[src/rtl/xbar_pkg.sv]
package xbar_pkg;
  localparam logic [3:0] CMD_IDLE  = 4'h0;
  localparam logic [3:0] CMD_MI    = 4'h1;
  localparam logic [3:0] CMD_MP    = 4'h2;
  localparam logic [3:0] CMD_PM    = 4'h3;
  localparam logic [3:0] CMD_IM    = 4'h4;
  localparam logic [3:0] CMD_PIS   = 4'h5;
  localparam logic [3:0] CMD_PIB   = 4'h6;
  localparam logic [3:0] CMD_IPS   = 4'h7;
  localparam logic [3:0] CMD_IPB   = 4'h8;
  localparam logic [3:0] CMD_TEST  = 4'h9;
  localparam logic [3:0] CMD_RESET = 4'hF;

  localparam int BURST_UNITS = 8;
  localparam int MEM_UNITS   = 4;
  localparam int PRC_UNITS   = 2;
  localparam int MEM_BEATS   = BURST_UNITS / MEM_UNITS;
  localparam int PRC_BEATS   = BURST_UNITS / PRC_UNITS;
  localparam int IO_BEATS    = BURST_UNITS;
  localparam int CNT_W       = $clog2(BURST_UNITS + 1);

  typedef enum logic [1:0] {PORT_NONE, PORT_MEM, PORT_PRC, PORT_IO} port_e;
  typedef enum logic [2:0] {PH_IDLE, PH_LOAD, PH_UNLOAD, PH_TEST, PH_DRAIN} phase_e;

  typedef struct packed {
    port_e            src;
    port_e            dst;
    logic [CNT_W-1:0] n_load;
    logic [CNT_W-1:0] n_unload;
    logic             gate_rd;
    logic             gate_wr;
  } route_t;

  typedef struct packed {
    logic   start;
    logic   test;
    logic   abort;
    route_t r;
  } xfer_t;

  function automatic logic [2:0] port_mask(port_e p);
    unique case (p)
      PORT_MEM: return 3'b100;
      PORT_PRC: return 3'b010;
      PORT_IO:  return 3'b001;
      default:  return 3'b000;
    endcase
  endfunction
endpackage

[src/rtl/xbar_cmd_decode.sv]
module xbar_cmd_decode
  import xbar_pkg::*;
(
  input  logic [3:0] cmd,
  output xfer_t      xfer
);
  function automatic route_t mk(port_e s, port_e d, int nl, int nu, logic rd, logic wr);
    route_t r;
    r.src      = s;
    r.dst      = d;
    r.n_load   = CNT_W'(nl);
    r.n_unload = CNT_W'(nu);
    r.gate_rd  = rd;
    r.gate_wr  = wr;
    return r;
  endfunction

  always_comb begin
    xfer       = '0;
    xfer.start = 1'b1;
    unique case (cmd)
      CMD_MI:    xfer.r = mk(PORT_MEM, PORT_IO,  MEM_BEATS, IO_BEATS,  1'b1, 1'b0);
      CMD_MP:    xfer.r = mk(PORT_MEM, PORT_PRC, MEM_BEATS, PRC_BEATS, 1'b1, 1'b0);
      CMD_PM:    xfer.r = mk(PORT_PRC, PORT_MEM, PRC_BEATS, MEM_BEATS, 1'b0, 1'b1);
      CMD_IM:    xfer.r = mk(PORT_IO,  PORT_MEM, IO_BEATS,  MEM_BEATS, 1'b0, 1'b1);
      CMD_PIS:   xfer.r = mk(PORT_PRC, PORT_IO,  1, PRC_UNITS, 1'b0, 1'b0);
      CMD_PIB:   xfer.r = mk(PORT_PRC, PORT_IO,  PRC_BEATS, IO_BEATS,  1'b0, 1'b0);
      CMD_IPS:   xfer.r = mk(PORT_IO,  PORT_PRC, PRC_UNITS, 1, 1'b0, 1'b0);
      CMD_IPB:   xfer.r = mk(PORT_IO,  PORT_PRC, IO_BEATS,  PRC_BEATS, 1'b0, 1'b0);
      CMD_TEST: begin
        xfer.test = 1'b1;
        xfer.r    = mk(PORT_NONE, PORT_NONE, PRC_BEATS, 0, 1'b0, 1'b0);
      end
      CMD_RESET: begin
        xfer.start = 1'b0;
        xfer.abort = 1'b1;
      end
      default:   xfer.start = 1'b0;
    endcase
  end
endmodule

[src/rtl/xbar_seq.sv]
module xbar_seq
  import xbar_pkg::*;
(
  input  logic             clk,
  input  logic             rst_n,
  input  xfer_t            dec,
  input  logic             rd_strobe,
  input  logic             wr_strobe,
  output phase_e           ph,
  output route_t           route,
  output logic [CNT_W-1:0] cnt,
  output logic             load_en,
  output logic             unload_en,
  output logic             test_en,
  output logic [2:0]       oe,
  output logic             busy
);
  phase_e           ph_n;
  route_t           route_n;
  logic [CNT_W-1:0] cnt_n;
  logic [2:0]       oe_n;
  logic             gate_ok;

  assign gate_ok = (!route.gate_rd || rd_strobe) && (!route.gate_wr || wr_strobe);
  assign busy    = (ph != PH_IDLE);

  always_comb begin
    ph_n      = ph;
    route_n   = route;
    cnt_n     = cnt;
    oe_n      = oe;
    load_en   = 1'b0;
    unload_en = 1'b0;
    test_en   = 1'b0;
    if (dec.abort) begin
      ph_n  = PH_IDLE;
      cnt_n = '0;
      oe_n  = '0;
    end else begin
      unique case (ph)
        PH_IDLE: if (dec.start) begin
          route_n = dec.r;
          cnt_n   = '0;
          ph_n    = dec.test ? PH_TEST : PH_LOAD;
        end
        PH_LOAD: begin
          load_en = 1'b1;
          cnt_n   = cnt + 1'b1;
          if (cnt == route.n_load - 1'b1) begin
            cnt_n = '0;
            ph_n  = PH_UNLOAD;
          end
        end
        PH_UNLOAD: if (gate_ok) begin
          unload_en = 1'b1;
          oe_n      = port_mask(route.dst);
          cnt_n     = cnt + 1'b1;
          if (cnt == route.n_unload - 1'b1) ph_n = PH_DRAIN;
        end
        PH_TEST: begin
          test_en = 1'b1;
          oe_n    = port_mask(PORT_MEM) | port_mask(PORT_IO);
          cnt_n   = cnt + 1'b1;
          if (cnt == route.n_load - 1'b1) ph_n = PH_DRAIN;
        end
        PH_DRAIN: begin
          oe_n = '0;
          ph_n = PH_IDLE;
        end
        default: ph_n = PH_IDLE;
      endcase
    end
  end

  always_ff @(posedge clk or negedge rst_n) begin
    if (!rst_n) begin
      ph    <= PH_IDLE;
      route <= '0;
      cnt   <= '0;
      oe    <= '0;
    end else begin
      ph    <= ph_n;
      route <= route_n;
      cnt   <= cnt_n;
      oe    <= oe_n;
    end
  end
endmodule

[src/rtl/xbar_burst_buf.sv]
module xbar_burst_buf
  import xbar_pkg::*;
#(
  parameter int UNIT_W = 4,
  localparam int MEM_W   = MEM_UNITS * UNIT_W,
  localparam int PRC_W   = PRC_UNITS * UNIT_W,
  localparam int BURST_W = BURST_UNITS * UNIT_W
) (
  input  logic             clk,
  input  logic             rst_n,
  input  logic             load_en,
  input  logic             unload_en,
  input  logic             test_en,
  input  port_e            src,
  input  port_e            dst,
  input  logic [CNT_W-1:0] cnt,
  input  logic [MEM_W-1:0] mem_i,
  input  logic [PRC_W-1:0] prc_i,
  input  logic [UNIT_W-1:0] io_i,
  output logic [MEM_W-1:0] mem_o,
  output logic [PRC_W-1:0] prc_o,
  output logic [UNIT_W-1:0] io_o
);
  logic [BURST_W-1:0] burst;
  logic [MEM_W-1:0]   mem_n;
  logic [PRC_W-1:0]   prc_n;
  logic [UNIT_W-1:0]  io_n;

  for (genvar u = 0; u < BURST_UNITS; u++) begin : g_unit
    logic [UNIT_W-1:0] q, d;
    logic              we;
    always_comb begin
      we = 1'b0;
      d  = q;
      if (load_en) begin
        unique case (src)
          PORT_MEM: begin
            we = (cnt == CNT_W'(u / MEM_UNITS));
            d  = mem_i[(u % MEM_UNITS)*UNIT_W +: UNIT_W];
          end
          PORT_PRC: begin
            we = (cnt == CNT_W'(u / PRC_UNITS));
            d  = prc_i[(u % PRC_UNITS)*UNIT_W +: UNIT_W];
          end
          PORT_IO: begin
            we = (cnt == CNT_W'(u));
            d  = io_i;
          end
          default: we = 1'b0;
        endcase
      end
    end
    always_ff @(posedge clk or negedge rst_n) begin
      if (!rst_n)  q <= '0;
      else if (we) q <= d;
    end
    assign burst[u*UNIT_W +: UNIT_W] = q;
  end

  always_comb begin
    mem_n = mem_o;
    prc_n = prc_o;
    io_n  = io_o;
    if (test_en) begin
      mem_n = {(MEM_UNITS / PRC_UNITS){prc_i}};
      io_n  = prc_i[UNIT_W-1:0];
    end else if (unload_en) begin
      unique case (dst)
        PORT_MEM: mem_n = MEM_W'(burst >> (int'(cnt) * MEM_W));
        PORT_PRC: prc_n = PRC_W'(burst >> (int'(cnt) * PRC_W));
        PORT_IO:  io_n  = UNIT_W'(burst >> (int'(cnt) * UNIT_W));
        default:  mem_n = mem_o;
      endcase
    end
  end

  always_ff @(posedge clk or negedge rst_n) begin
    if (!rst_n) begin
      mem_o <= '0;
      prc_o <= '0;
      io_o  <= '0;
    end else begin
      mem_o <= mem_n;
      prc_o <= prc_n;
      io_o  <= io_n;
    end
  end
endmodule

[src/rtl/xbar_slice.sv]
module xbar_slice
  import xbar_pkg::*;
#(
  parameter int UNIT_W = 4,
  localparam int MEM_W = MEM_UNITS * UNIT_W,
  localparam int PRC_W = PRC_UNITS * UNIT_W
) (
  input  logic              clk,
  input  logic              rst_n,
  input  logic [3:0]        cmd,
  input  logic              rd_strobe,
  input  logic              wr_strobe,
  input  logic [MEM_W-1:0]  mem_i,
  output logic [MEM_W-1:0]  mem_o,
  output logic              mem_oe,
  input  logic [PRC_W-1:0]  prc_i,
  output logic [PRC_W-1:0]  prc_o,
  output logic              prc_oe,
  input  logic [UNIT_W-1:0] io_i,
  output logic [UNIT_W-1:0] io_o,
  output logic              io_oe,
  output logic              busy
);
  logic [1:0]       rst_sync;
  logic             rst_q;
  xfer_t            dec;
  phase_e           ph;
  route_t           route;
  logic [CNT_W-1:0] cnt;
  logic             load_en, unload_en, test_en;
  logic [2:0]       oe;

  always_ff @(posedge clk or negedge rst_n) begin
    if (!rst_n) rst_sync <= '0;
    else        rst_sync <= {rst_sync[0], 1'b1};
  end
  assign rst_q = rst_sync[1];

  xbar_cmd_decode u_dec (.cmd(cmd), .xfer(dec));

  xbar_seq u_seq (
    .clk(clk), .rst_n(rst_q), .dec(dec), .rd_strobe(rd_strobe), .wr_strobe(wr_strobe),
    .ph(ph), .route(route), .cnt(cnt), .load_en(load_en), .unload_en(unload_en),
    .test_en(test_en), .oe(oe), .busy(busy)
  );

  xbar_burst_buf #(.UNIT_W(UNIT_W)) u_buf (
    .clk(clk), .rst_n(rst_q), .load_en(load_en), .unload_en(unload_en), .test_en(test_en),
    .src(route.src), .dst(route.dst), .cnt(cnt), .mem_i(mem_i), .prc_i(prc_i), .io_i(io_i),
    .mem_o(mem_o), .prc_o(prc_o), .io_o(io_o)
  );

  assign {mem_oe, prc_oe, io_oe} = oe;
endmodule

[config.mk]
export PLATFORM = sky130hd
export DESIGN_NAME = xbar_slice
export DESIGN_NICKNAME = d
export VERILOG_FILES = /design/src/rtl/xbar_pkg.sv /design/src/rtl/xbar_cmd_decode.sv /design/src/rtl/xbar_seq.sv /design/src/rtl/xbar_burst_buf.sv /design/src/rtl/xbar_slice.sv
export SDC_FILE = /design/constraint.sdc
export NUM_CORES = 1
export LEC_CHECK = 0
export ABC_AREA = 1
export BUFFER_PORTS_ARGS = -buffer_cell sky130_fd_sc_hd__buf_2
export CAP_MARGIN = 20
export CORE_MARGIN = 2
export CORE_UTILIZATION = 58
export DETAILED_ROUTE_END_ITERATION = 10
export PLACE_DENSITY = 0.8
export SETUP_SLACK_MARGIN = 0.5
export SLEW_MARGIN = 20
export SYNTH_ARGS = -nofsm -noshare
export SYNTH_HDL_FRONTEND = slang
export SYNTH_SLANG_ARGS = --single-unit
[constraint.sdc]
create_clock -name clk -period 3 [get_ports clk]
set_input_delay 0.6 -clock clk [delete_from_list [all_inputs] [get_ports clk]]
set_output_delay 0.6 -clock clk [all_outputs]
set_load 0.02 [all_outputs]
==> results.md <==
- Grt met1 use: 0.431
- Leak: 2.90 nW
- Synthesized area: 5000 um2
- Crit Path Class: reg -> reg
- CTS Buf Count: 9
- Site row count: 33
- Slowest stage cell, crit path: dfrtp_1
- GRT overflow: 0
- CTS max path bufs: 2
- DRC Markers: 0
- Tot GR Track Use: 0.285
- Register area share after synthesis: 0.430
- MaxCap Viol Count: 0
- Ant. Diodes: 0
- Max stage delay on crit path: 0.61 ns
- RePlAce Congestion: 1.00
- Crit Path Max Fanout: 12
- Tcrit/Tclk final: 0.705
- Total number of vias: 4800
- Clock-pin slew on the worst setup and hold paths: 0.09 ns
- H-tree level count: 3
- Crit end category: flop
- Die area: 9380 um2
- Initial core utilization: 0.603
- Most frequent cells in the layout: nand2_1 (202), dfrtp_1 (85), buf_2 (67), o21ai_0 (61), a21oi_1 (61)
- Delay-heaviest family, CP: compound AO/OA/AOI/OAI gates
- Die Ht: 96.9 um
- Setup_tns: 0 ns
- Hold Crit Class: reg -> async
- Most crowded layer after global routing: met1
- Area growth syn-to-layout: 11.9%
- Horiz. Die Dim: 96.9 um
- I/O Buffers: 67
- Final non-filler cell total: 850
- Most common cell after layout, fill and taps aside: nand2_1
- CP arrival: 2.32 ns
- Minimum clock period: 2.11 ns
- DRT iter0 DRCs: 462
- Cell area after layout: 5600 um2
- Clk_skew: 0.0123 ns
- Endpoints failing setup: 0
- Share of layout cells above drive strength 1: 0.164
- Synthesized Nets: 722
- Highest clock rate: 473 MHz
- Vias in the first global route: 4357
- Yosys cell types: 42
- Max IR drop VDD: 0.517 mV
- WL per Instance: 15.5 um
- Outcome: complete, no violations
- Root Driver: clkbuf_8
- Post-Place Cells: 833
- Wire length of the first global-routing pass: 21.8 mm
- Post-Place Cell Area: 5390 um2
- YS warnings: 0
- DR pass1 iterations: 6
- IO Count: 68
- WP buf/inv: 1
- Final HPWL DP: 10.2 mm
- Initial antenna violation count: 0
- Worst skew pair latency: 0.35 ns
- CP Launch Type: flop
- Worst Path Required: 3.21 ns
- Syn Area/Cell: 7.40 um2
- Final Slew Violations: 0
- Worst slew pin tran: 0.542 ns
- Total Wirelength: 13.1 mm
- Pwr/cell area: 1130 nW/um2
- Post-synthesis register bit count: 86
- Met3 Use GR: 0.0499
- Nets: 786
- Synth Instances: 676
- Core Box Area: 8300 um2
- Final hold vios: 0
- Via density: 5.65
- Relative slew margins: 0.636
- Met2 usage: 0.425
- ANT nets after route: 0
- Num Clock Sinks: 86
- Unrepaired setup endpoints after global routing: no
- Crit-path cells: inv_1, ha_1, nand3_1, o31ai_1, o21ai_1, o21ai_0
- CTS tree: done
- Largest net degree at the start of global routing: 42
[state kept, by name, indices dropped and copies added (netlist names)]
register        count
u_buf.mem_o        16
u_seq.cnt           4
rst_sync            2
u_buf.g_unit.q     32
u_seq.route        14
u_seq.oe            3
u_buf.prc_o         8
u_buf.io_o          4
u_seq.ph            3
[worst register-to-register path, stage by stage (launching register included)]
cell and delay (ns):
dfrtp_1 0.61, inv_1 0.26, ha_1 0.29, nand3_1 0.11
o31ai_1 0.10, o21ai_1 0.46, o21ai_0 0.16
[cell type report]
class,count,area (um2)
Inverter,67,256
Timing Repair Buffer,73,383
Fill cell,736,2700
Clock inverter,5,58.8
Clock buffer,11,141
Sequential cell,86,2160
Tap cell,105,131
Multi-Input combinational cell,503,2470
[cell families after synthesis]
logic type | Yosys count | synth area share
other | 1 | 0.000750
adder cells (fa/ha/maj) | 10 | 0.0250
AND/OR/NAND/NOR | 325 | 0.281
buffers and inverters | 87 | 0.0756
XOR/XNOR | 10 | 0.0175
AO/OA/AOI/OAI | 157 | 0.170
flip-flops | 86 | 0.430
[report_power, final]
part           switching (mW)  internal, mW  total, mW
registers               0.447          1.68       2.13
logic                    2.25          1.12       3.37
clock network           0.414         0.408      0.823
[metrics by stage]
stage | hold WS [ns] | worst slack [ns] | power (mW) | util
final | 0.258 | 0.886 | 6.32 | 0.675
after global routing | 0.294 | 0.689 | 6.83 | 0.675
after CTS | 0.00910 | 0.898 | 6.27 | 0.673
after detailed placement | 0.261 | 0.782 | 5.43 | 0.649
after global placement | 0.261 | 0.839 | 5.33 | 0.649
after floorplan | 0.304 | 1.09 | 4.56 | -
[worst paths after layout]
check | to | startpoint | depth (start not counted) | slack [ns]
max in group asynchronous | u_buf.g_unit[1].q[1]$_DFFE_PN0P_ | rst_sync[1]$_DFF_PN0_ | 1 | 2.03
hold reg to reg | u_seq.route[7]$_DFFE_PN0P_ | rst_sync[1]$_DFF_PN0_ | 0 | 0.26
setup reg to reg | u_buf.g_unit[5].q[1]$_DFFE_PN0P_ | u_seq.cnt[1]$_DFFE_PN0P_ | 6 | 0.89
hold / removal | u_seq.route[7]$_DFFE_PN0P_ | rst_sync[1]$_DFF_PN0_ | 0 | 0.26
setup / recovery | u_buf.g_unit[5].q[1]$_DFFE_PN0P_ | u_seq.cnt[1]$_DFFE_PN0P_ | 6 | 0.89
min in group clk | rst_sync[1]$_DFF_PN0_ | rst_sync[0]$_DFF_PN0_ | 0 | 0.36
[synthesized netlist by cell type, drive strengths merged]
| cell | count | area [um2] |
|---|---|---|
| a21oi | 61 | 305 |
| o21a | 1 | 7.51 |
| conb | 1 | 3.75 |
| a21boi | 3 | 22.5 |
| o221ai | 2 | 17.5 |
| xnor2 | 5 | 43.8 |
| inv | 66 | 253 |
| dfrtp | 86 | 2150 |
| a22oi | 2 | 15.0 |
| ha | 10 | 125 |
| clkinv | 1 | 3.75 |
| o211ai | 4 | 30.0 |
| o21ai | 74 | 378 |
| nor3b | 1 | 7.51 |
| nand2 | 207 | 790 |
| o22ai | 4 | 25.0 |
| and2 | 1 | 6.26 |
| clkbuf | 4 | 15.0 |
| nand3b | 1 | 7.51 |
| a211oi | 3 | 22.5 |
| nor3 | 10 | 66.3 |
| xor2 | 5 | 43.8 |
| nor2 | 69 | 338 |
| nand4 | 3 | 18.8 |
| nand3 | 33 | 170 |
| o31ai | 3 | 27.5 |
| buf | 16 | 106 |
[routing by layer]
| layer | vias to the layer above | wire length (um) |
|---|---|---|
| li1 | 2321 | - |
| met1 | 2224 | 5960 |
| met2 | 226 | 5770 |
| met3 | 29 | 1160 |
| met4 | 0 | 244 |
| met5 | - | 0 |
[what timing repair did]
| action | CTS | global route |
|---|---|---|
| setup buffers | 0 | 0 |
| hold buffers | 0 | 1 |
| hold endpoints to repair | 0 | 2 |
| setup endpoints to repair | 0 | 0 |
| resized for setup | 0 | 0 |
(Power assumes the default switching activity.)
